[config.mk]
export PLATFORM = sky130hd
export DESIGN_NAME = keyed_watchdog
export DESIGN_NICKNAME = d
export VERILOG_FILES = /design/src/rtl/kwd_pkg.sv /design/src/rtl/kwd_posted.sv /design/src/rtl/kwd_keyseq.sv /design/src/rtl/kwd_prescaler.sv /design/src/rtl/keyed_watchdog.sv
export SDC_FILE = /design/constraint.sdc
export NUM_CORES = 1
export LEC_CHECK = 0
export BUFFER_PORTS_ARGS = -buffer_cell sky130_fd_sc_hd__clkbuf_2
export CELL_PAD_IN_SITES_DETAIL_PLACEMENT = 1
export CELL_PAD_IN_SITES_GLOBAL_PLACEMENT = 2
export CORE_MARGIN = 3
export CORE_UTILIZATION = 41
export DETAILED_ROUTE_END_ITERATION = 8
export HOLD_SLACK_MARGIN = 0.05
export PLACE_DENSITY = 0.86
export SYNTH_ARGS = -nofsm -noshare
export SYNTH_HDL_FRONTEND = slang
export SYNTH_SLANG_ARGS = --single-unit
[constraint.sdc]
create_clock -name clk -period 4.6 [get_ports clk]
set_clock_uncertainty 0.05 [all_clocks]
set_input_delay 0.92 -clock clk [delete_from_list [all_inputs] [get_ports clk]]
set_output_delay 0.92 -clock clk [all_outputs]
set_load 0.03 [all_outputs]
[src/rtl/kwd_pkg.sv]
`timescale 1ns/1ps
package kwd_pkg;
    localparam int DATA_W = 32;
    localparam int ADDR_W = 4;

    localparam logic [ADDR_W-1:0] A_REV  = 4'd0;
    localparam logic [ADDR_W-1:0] A_SYS  = 4'd1;
    localparam logic [ADDR_W-1:0] A_CTRL = 4'd2;
    localparam logic [ADDR_W-1:0] A_LOAD = 4'd3;
    localparam logic [ADDR_W-1:0] A_CNT  = 4'd4;
    localparam logic [ADDR_W-1:0] A_TRIG = 4'd5;
    localparam logic [ADDR_W-1:0] A_KEY  = 4'd6;
    localparam logic [ADDR_W-1:0] A_PEND = 4'd7;
    localparam logic [ADDR_W-1:0] A_DLY  = 4'd8;
    localparam logic [ADDR_W-1:0] A_IEN  = 4'd9;
    localparam logic [ADDR_W-1:0] A_STAT = 4'd10;

    localparam logic [DATA_W-1:0] KEY_GO1   = 32'h0000_BBBB;
    localparam logic [DATA_W-1:0] KEY_GO2   = 32'h0000_4444;
    localparam logic [DATA_W-1:0] KEY_HALT1 = 32'h0000_AAAA;
    localparam logic [DATA_W-1:0] KEY_HALT2 = 32'h0000_5555;

    // posted channel indices, also their bit in the pending register
    localparam int CH_KEY  = 0;
    localparam int CH_TRIG = 1;
    localparam int N_POST  = 2;

    // status / enable bit positions
    localparam int EV_OVF = 0;
    localparam int EV_DLY = 1;

    typedef enum logic [1:0] {
        KS_IDLE     = 2'd0,
        KS_ARM_GO   = 2'd1,
        KS_ARM_HALT = 2'd2
    } keyst_e;
endpackage

[src/rtl/kwd_posted.sv]
`timescale 1ns/1ps
module kwd_posted #(
    parameter int DW   = 32,
    parameter int HOLD = 3
) (
    input  logic          clk,
    input  logic          rst_n,
    input  logic          sclr_i,
    input  logic          wr_i,
    input  logic [DW-1:0] data_i,
    output logic          busy_o,
    output logic          fire_o,
    output logic [DW-1:0] data_o
);
    localparam int CW = $clog2(HOLD + 1);

    logic [CW-1:0] cnt_d, cnt_q;
    logic [DW-1:0] dat_d, dat_q;

    always_comb begin
        cnt_d = cnt_q;
        dat_d = dat_q;
        if (cnt_q != '0) begin
            cnt_d = cnt_q - 1'b1;
        end else if (wr_i) begin
            cnt_d = CW'(HOLD);
            dat_d = data_i;
        end
    end

    always_ff @(posedge clk or negedge rst_n) begin
        if (!rst_n) begin
            cnt_q <= '0;
            dat_q <= '0;
        end else if (sclr_i) begin
            cnt_q <= '0;
            dat_q <= '0;
        end else begin
            cnt_q <= cnt_d;
            dat_q <= dat_d;
        end
    end

    assign busy_o = (cnt_q != '0);
    assign fire_o = (cnt_q == CW'(1));
    assign data_o = dat_q;


    hold_data_chk: assert property (@(posedge clk) disable iff (!rst_n)
        (busy_o && wr_i && !sclr_i) |=> $stable(data_o));


    fire_ends_busy_chk: assert property (@(posedge clk) disable iff (!rst_n)
        fire_o |=> !busy_o);
endmodule

[src/rtl/kwd_keyseq.sv]
`timescale 1ns/1ps
module kwd_keyseq
    import kwd_pkg::*;
(
    input  logic              clk,
    input  logic              rst_n,
    input  logic              sclr_i,
    input  logic              fire_i,
    input  logic [DATA_W-1:0] key_i,
    output logic              run_o
);
    keyst_e st_d, st_q;
    logic   run_d, run_q;

    always_comb begin
        st_d  = st_q;
        run_d = run_q;
        if (fire_i) begin
            case (st_q)
                KS_IDLE: begin
                    if (key_i == KEY_GO1)
                        st_d = KS_ARM_GO;
                    else if (key_i == KEY_HALT1)
                        st_d = KS_ARM_HALT;
                end
                KS_ARM_GO: begin
                    st_d = KS_IDLE;
                    if (key_i == KEY_GO2)
                        run_d = 1'b1;
                end
                KS_ARM_HALT: begin
                    st_d = KS_IDLE;
                    if (key_i == KEY_HALT2)
                        run_d = 1'b0;
                end
                default: st_d = KS_IDLE;
            endcase
        end
    end

    always_ff @(posedge clk or negedge rst_n) begin
        if (!rst_n) begin
            st_q  <= KS_IDLE;
            run_q <= 1'b0;
        end else if (sclr_i) begin
            st_q  <= KS_IDLE;
            run_q <= 1'b0;
        end else begin
            st_q  <= st_d;
            run_q <= run_d;
        end
    end

    assign run_o = run_q;


    start_key_chk: assert property (@(posedge clk) disable iff (!rst_n)
        $rose(run_q) |-> $past(fire_i && key_i == KEY_GO2));


    stop_key_chk: assert property (@(posedge clk) disable iff (!rst_n)
        $fell(run_q) |-> $past((fire_i && key_i == KEY_HALT2) || sclr_i));
endmodule

[src/rtl/kwd_prescaler.sv]
`timescale 1ns/1ps
module kwd_prescaler #(
    parameter int PTV_W = 3
) (
    input  logic             clk,
    input  logic             rst_n,
    input  logic             sclr_i,
    input  logic             tick_i,
    input  logic             run_i,
    input  logic             en_i,
    input  logic [PTV_W-1:0] ptv_i,
    input  logic             restart_i,
    output logic             step_o
);
    localparam int PC_W = (1 << PTV_W) - 1;

    logic [PC_W-1:0] pc_d, pc_q, lim;

    always_comb begin
        lim    = {PC_W{1'b1}} >> (PC_W - int'(ptv_i));
        step_o = 1'b0;
        pc_d   = pc_q;
        if (run_i && tick_i) begin
            if (!en_i) begin
                step_o = 1'b1;
            end else if (pc_q == lim) begin
                step_o = 1'b1;
                pc_d   = '0;
            end else begin
                pc_d = pc_q + 1'b1;
            end
        end
        if (restart_i)
            pc_d = '0;
    end

    always_ff @(posedge clk or negedge rst_n) begin
        if (!rst_n)
            pc_q <= '0;
        else if (sclr_i)
            pc_q <= '0;
        else
            pc_q <= pc_d;
    end


    step_needs_tick_chk: assert property (@(posedge clk) disable iff (!rst_n)
        step_o |-> (tick_i && run_i));
endmodule

[src/rtl/keyed_watchdog.sv]
`timescale 1ns/1ps
module keyed_watchdog
    import kwd_pkg::*;
#(
    parameter int              CNT_W    = 32,
    parameter int              PTV_W    = 3,
    parameter int              HOLD_CYC = 3,
    parameter logic [DATA_W-1:0] REVISION = 32'h0001_0A03
) (
    input  logic              clk,
    input  logic              rst_n,
    input  logic              tick_en,
    input  logic              wr_en,
    input  logic [ADDR_W-1:0] addr,
    input  logic [DATA_W-1:0] wdata,
    output logic [DATA_W-1:0] rdata,
    output logic              irq,
    output logic              wdog_rst
);
    typedef struct packed {
        logic              srst;
        logic              pre_en;
        logic [PTV_W-1:0]  ptv;
        logic [CNT_W-1:0]  load;
        logic [CNT_W-1:0]  cnt;
        logic [CNT_W-1:0]  dly;
        logic [DATA_W-1:0] trig;
        logic [1:0]        ien;
        logic [1:0]        stat;
        logic              wdog;
    } state_t;

    state_t q, d;

    logic [N_POST-1:0] post_wr, post_busy, post_fire;
    logic [DATA_W-1:0] post_data [N_POST];
    logic              running, step, reload;
    logic [CNT_W-1:0]  cnt_inc;
    logic [1:0]        stat_set, stat_clr;

    for (genvar c = 0; c < N_POST; c++) begin : g_post
        localparam logic [ADDR_W-1:0] CH_ADDR = (c == CH_KEY) ? A_KEY : A_TRIG;
        assign post_wr[c] = wr_en && (addr == CH_ADDR);
        kwd_posted #(.DW(DATA_W), .HOLD(HOLD_CYC)) u_post (
            .clk    (clk),
            .rst_n  (rst_n),
            .sclr_i (q.srst),
            .wr_i   (post_wr[c]),
            .data_i (wdata),
            .busy_o (post_busy[c]),
            .fire_o (post_fire[c]),
            .data_o (post_data[c])
        );
    end

    kwd_keyseq u_keys (
        .clk    (clk),
        .rst_n  (rst_n),
        .sclr_i (q.srst),
        .fire_i (post_fire[CH_KEY]),
        .key_i  (post_data[CH_KEY]),
        .run_o  (running)
    );

    assign reload = post_fire[CH_TRIG] && (post_data[CH_TRIG] != q.trig);

    kwd_prescaler #(.PTV_W(PTV_W)) u_pre (
        .clk       (clk),
        .rst_n     (rst_n),
        .sclr_i    (q.srst),
        .tick_i    (tick_en),
        .run_i     (running),
        .en_i      (q.pre_en),
        .ptv_i     (q.ptv),
        .restart_i (reload),
        .step_o    (step)
    );

    assign cnt_inc = q.cnt + 1'b1;

    always_comb begin
        d        = q;
        d.wdog   = 1'b0;
        stat_set = '0;
        stat_clr = '0;

        if (step) begin
            if (q.cnt == '1) begin
                d.cnt            = q.load;
                d.wdog           = 1'b1;
                stat_set[EV_OVF] = 1'b1;
            end else begin
                d.cnt = cnt_inc;
                if (cnt_inc == q.dly)
                    stat_set[EV_DLY] = 1'b1;
            end
        end

        if (reload) begin
            d.cnt  = q.load;
            d.trig = post_data[CH_TRIG];
        end

        if (wr_en) begin
            case (addr)
                A_SYS:  if (wdata[0]) d.srst = 1'b1;
                A_CTRL: begin
                    d.pre_en = wdata[0];
                    d.ptv    = wdata[PTV_W:1];
                end
                A_LOAD: d.load = wdata[CNT_W-1:0];
                A_DLY:  d.dly  = wdata[CNT_W-1:0];
                A_IEN:  d.ien  = q.ien | wdata[1:0];
                A_STAT: stat_clr = wdata[1:0];
                default: ;
            endcase
        end

        d.stat = (q.stat & ~stat_clr) | stat_set;
    end

    always_ff @(posedge clk or negedge rst_n) begin
        if (!rst_n)
            q <= '0;
        else if (q.srst)
            q <= '0;
        else
            q <= d;
    end

    always_comb begin
        case (addr)
            A_REV:   rdata = REVISION;
            A_SYS:   rdata = DATA_W'(q.srst);
            A_CTRL:  rdata = DATA_W'({q.ptv, q.pre_en});
            A_LOAD:  rdata = DATA_W'(q.load);
            A_CNT:   rdata = DATA_W'(q.cnt);
            A_TRIG:  rdata = q.trig;
            A_PEND:  rdata = DATA_W'(post_busy);
            A_DLY:   rdata = DATA_W'(q.dly);
            A_IEN:   rdata = DATA_W'(q.ien);
            A_STAT:  rdata = DATA_W'(q.stat);
            default: rdata = '0;
        endcase
    end

    assign irq      = |(q.stat & q.ien);
    assign wdog_rst = q.wdog;


    pulse_sets_status_chk: assert property (@(posedge clk) disable iff (!rst_n)
        wdog_rst |-> q.stat[EV_OVF]);


    irq_needs_enable_chk: assert property (@(posedge clk) disable iff (!rst_n)
        irq |-> (q.ien != 2'b00));


    soft_reset_clears_chk: assert property (@(posedge clk) disable iff (!rst_n)
        q.srst |=> (!q.srst && q.load == '0 && q.ien == 2'b00 && !running));
endmodule

### After elaboration in Yosys (flattened, before gate mapping)

Cells that the tools add are included.
W data, S select, Z words.

* output and inout port bits: 34
* register bits after elaboration: 216
* logic and storage cells: 140
* input bits: 40

* equal/unequal tests: 27
* shift-type cells: 1
* $add $sub $neg: 5
* mux-type cells: 52
* reductions and logical operators: 33
* bitwise gates (word level): 5

Operators with widths (number)
* $mux W32: 13
* $pmux W32 S10: 1
* $mux W138: 1
* $eq A32 B15 Y1 const B: 2
* $eq A32 B16 Y1 const B: 2
* $mux W37: 1
* $mux W7: 5
* $add A32 B1 Y32 const B: 1
* $eq A32 B32 Y1: 1
* $eq A32 B32 Y1 const B: 1
* $mux W2: 16
* $ne A32 B32 Y1: 1
* $shr A7 B32 Y7 const A: 1
* $reduce_bool A2 Y1: 11
* $reduce_bool A3 Y1: 6
* $eq A4 B3 Y1 const B: 4
* $reduce_and A2 Y1: 8
* $mux W1: 13
* $eq A4 B4 Y1 const B: 3
* $eq A4 B2 Y1 const B: 2
* $add A7 B1 Y7 const B: 1
* $eq A7 B7 Y1: 1
* $eq A2 B1 Y1 const B: 3
* $ne A3 B2 Y1 const B: 2
* other kinds (16): 23

### Logic depth before layout (Yosys ltp)

* word-level depth: 9
* depth in mapped cells: 10
* depth with buffers taken out: 8

### Hierarchy

Synthesis repeated with hierarchy kept, for this count alone.

* cell total of the unflattened synthesis: 1478
* area total of the unflattened synthesis: 13244.0 µm²

By module, submodules not included
* keyed_watchdog: cells an instance 1051, times used 1, area an instance 8662.1 µm²
* kwd_posted: cells an instance 159, times used 2, area an instance 1791.7 µm²
* kwd_prescaler: cells an instance 72, times used 1, area an instance 640.6 µm²
* kwd_keyseq: cells an instance 37, times used 1, area an instance 357.8 µm²

### Worst setup path before layout

Ideal clock, no wire load.

* path type: input port to output port
* from: input port addr[3]
* to: output port rdata[9]
* arrival time: 2.363 ns
* buffers on the path: 3
* path slack: 1.267 ns
* stages: 7
* cell sequence: clkbuf_1 -> nor2_1 -> and3_1 -> clkbuf_1 -> clkbuf_1 -> a222oi_1 -> nand3_1

* cells in the longest elaborated chain, start to end: 2
* elaborated cells between the ends (all ways): 11
* those cells by class: eq/ne (9); mux (1); reduce/logical (1)

RTL lines
* start, declared: RTL line keyed_watchdog.sv:14 `input logic [ADDR_W-1:0] addr,`
* $eq A4 B4 Y1, or another cell as far along: RTL line keyed_watchdog.sv:132 `case (addr)`
* $pmux W32 S10 (*): RTL line keyed_watchdog.sv:132
* end, declared: RTL line keyed_watchdog.sv:16 `output logic [DATA_W-1:0] rdata,`

Every way passes the cells marked *; elsewhere a longest branch is shown, timed or not.

### Worst setup path after layout

* from: input port addr[3]
* to: output port rdata[11]

The elaborated chain is that of the path after synthesis.

==> impl_metrics.env <==
export IMPL_power_internal_mw=4.51
export IMPL_start_util_pct=41.9
export IMPL_rrSetupSlack_ps=1180
export IMPL_dr_pass1_iters=5
export IMPL_final_common_cell="nand2_1"
export IMPL_hold_ws_ps=369
export IMPL_clk_pin_slew_ps=60
export IMPL_r2r_end="q[2]"
export IMPL_yosysTopAreaCellShare_pct=44.5
export IMPL_synth_xor_area_share_pct=6.14
export IMPL_routedWlPerCell_um=23.7
export IMPL_setup_tns_ps=0
export IMPL_critPathMaxFanout=35
export IMPL_synth_area_mux_share_pct=5.45
export IMPL_rsz0062_at_grt="false"
export IMPL_yosysTopAreaCell="dfrtp_1"
export IMPL_rows=62
export IMPL_grt_pass1_vias=11151
export IMPL_cts_tree="built"
export IMPL_grt_pass1_wl_um=67500
export IMPL_ir_worst_vdd_v=0.000336
export IMPL_maxCapViolations=0
export IMPL_crit_end="rdata[11]"
export IMPL_detailed_place_hpwl_um=30700
export IMPL_worstMarginPinSlew_ps=1080
export IMPL_synthAdderAreaFrac_pct=0.619
export IMPL_sw_frac_of_total_pct=38.7
export IMPL_fmax_mhz=288
export IMPL_cts_buffers=26
export IMPL_synth_compound_area_share_pct=16.5
export IMPL_synth_edff_count=0
export IMPL_fillers=3427
export IMPL_power_frac_comb_pct=30.3
export IMPL_clock_sinks=216
export IMPL_finalWirelength_um=43600
export IMPL_p_leak_nw=6.13
export IMPL_core_area_sq_mm=0.0289
export IMPL_crit_arrival_ps=2500
export IMPL_start_kind="input pin"
export IMPL_n_antenna_cell=0
export IMPL_port_buffers=73
export IMPL_post_cts_buffers=0
export IMPL_final_cell_mix="nand2_1, dfrtp_1, a21oi_1"
export IMPL_yosysWarnings=0
export IMPL_syn_instance_count=1415
export IMPL_final_area_sq_mm=0.0136
export IMPL_fin_crit_sh_pct=75.5
export IMPL_relSlewSlack_pct=27.6
export IMPL_synthFlopType="dfrtp_1"
export IMPL_num_io_pins=74
export IMPL_clock_tree_root_cell="clkbuf_16"
export IMPL_nets=1483
export IMPL_post_synth_num_cell_types=66
export IMPL_cp_end_kind="output pin"
export IMPL_grt_overflow_total=0
export IMPL_dieArea_sq_mm=0.0317
export IMPL_cp_required_ps=3630
export IMPL_synth_top_family_by_area="simple AND/OR/NAND/NOR gates"
export IMPL_seqPwrFrac_pct=41.5
export IMPL_h_tree_depth=1
export IMPL_async_reset_ff_share_pct=100
export IMPL_post_cts_resized=0
export IMPL_grt_max_degree=113
export IMPL_dieHeight_um=178
export IMPL_period_minus_slack_ps=3470
export IMPL_area_growth_syn_to_layout_pct=12.4
export IMPL_drc_errors=0
export IMPL_yosys_area_share_simple_pct=22.1
export IMPL_worstSetupStartpoint="addr[3]"
export IMPL_setup_viol=0
export IMPL_p_clk_share_pct=28.2
export IMPL_chipWidth_um=178
export IMPL_place_area_sq_mm=0.0128
export IMPL_vias_per_cell=6.00
export IMPL_grt_use_total_pct=27.5
export IMPL_gp_congestion=0.920
export IMPL_final_max_slew_viol_count=0
export IMPL_hold_viol_final=0
export IMPL_synthTopCellsByArea="dfrtp_1, nand2_1, a21oi_1"
export IMPL_syn_avg_cell_area_sq_um=8.58
export IMPL_hold_path_class="input pin to async pin"
export IMPL_syn_cell_area_sq_mm=0.0121
export IMPL_r2r_start="q[69]"
export IMPL_drive_gt1_share_pct=10.8
export IMPL_first_iter_violations=985
export IMPL_insertion_delay_ps=540
export IMPL_synth_seq_area_share_pct=44.5
export IMPL_p_per_area_mw_per_mm2=539
export IMPL_switchingPower_mw=2.84
export IMPL_ys_ff_latch=216
export IMPL_final_antenna_net_count=0
export IMPL_synth_fp_nets=1461
export IMPL_r2r_cells=8
export IMPL_vias=11030
export IMPL_critPathKind="input pin to output pin"
export IMPL_clk_path_buf_depth=3
export IMPL_outcome="finished, final reports clean"
export IMPL_hold_buffers=0
export IMPL_antenna_found_initial=0
-- cell families (layout without fill, tap and decap cells) --
| kind of cell | after synthesis | count (layout) |
|---|---|---|
| fa+ha+maj | 6 | 6 |
| simple gates | 587 | 587 |
| mux | 66 | 66 |
| buf+inv | 135 | 174 |
| compound gates | 320 | 320 |
| xor+xnor | 85 | 85 |
| flops | 216 | 216 |
-- flip-flops by register name, summed over array words and instances (netlist names) --
name                  count
q                       137
g_post.u_post.data_o     64
u_pre.pc_q                7
g_post.u_post.cnt_q       4
u_keys.st_q               2
u_keys.run_o              1
wdog_rst                  1
-- critical path: stages --
cell	delay, ps
clkbuf_2	200
nand2b_1	260
nor2_2	50
buf_4	260
a222oi_1	390
nand3_1	180
clkbuf_2	230
-- per-stage QoR --
stage                     total power, mW  cells  setup slack (ps)  util (%)
final                                7.35   1838              1130      47.1
after global routing                 7.73   1838               880      47.1
after CTS                            7.38   1838              1170      47.1
after detailed placement             5.28   1793              1170      44.2
after global placement               5.19   1793              1190      44.2
after floorplan                      4.45   1415              1270         -
-- layer usage --
layer / global-route usage [%] / share of wire (%) / up-vias
met5: 0 / 0 / -
met4: 6.15 / 2.0 / 0
met3: 3.30 / 6.0 / 53
met2: 42.7 / 45 / 328
met1: 41.1 / 47 / 5667
li1: - / - / 4982
-- Yosys cell counts (5+ instances only) --
cell type,count
nor2b_1,5
a21oi_1,153
a21o_1,7
o21ai_0,24
and3_1,11
nor4b_1,5
o22ai_1,14
xor2_1,48
nand4_1,22
or4_1,5
and2_1,10
a22oi_1,60
nor3_1,24
clkbuf_1,73
ha_1,6
nand4b_1,5
nand2_1,325
nand2b_1,6
nor2_1,83
xnor2_1,37
buf_2,25
a31oi_1,9
mux2i_1,65
dfrtp_1,216
o2bb2ai_1,17
and4_1,10
inv_1,29
nand3_1,32
nor4_1,22
or3_1,7
-- final cells by class --
class	instances	area [sq um]	share of cell area [%]
clock buffers	35	736	5.39
well taps	384	480	3.52
clock inverters	10	109	0.798
flip-flops and latches	216	5410	39.7
multi-input cells	1064	6190	45.4
repair buffers	100	603	4.42
inverters	29	109	0.798
-- worst min path at each step --
stage	from	to	slack, ps	cells after the start
6_report	rst_n	q[71]	370	1
5_1_grt	rst_n	q[71]	450	1
4_1_cts	rst_n	q[106]	440	1
3_5_place_dp	g_post[0].u_post.data_o[26]	g_post[0].u_post.data_o[26]	470	2
3_3_place_gp	g_post[0].u_post.data_o[31]	g_post[0].u_post.data_o[31]	460	2
2_1_floorplan	q[3]	q[3]	440	2
-- power groups by stage --
stage	clock, mW	combinational [mW]	sequential (mW)
2_1_floorplan	0	1.75	2.70
3_3_place_gp	0	2.15	3.03
3_5_place_dp	0	2.23	3.05
4_1_cts	2.11	2.25	3.03
5_1_grt	2.18	2.43	3.12
6_report	2.07	2.23	3.05
Note: power is estimated with default switching activity, not from simulation.
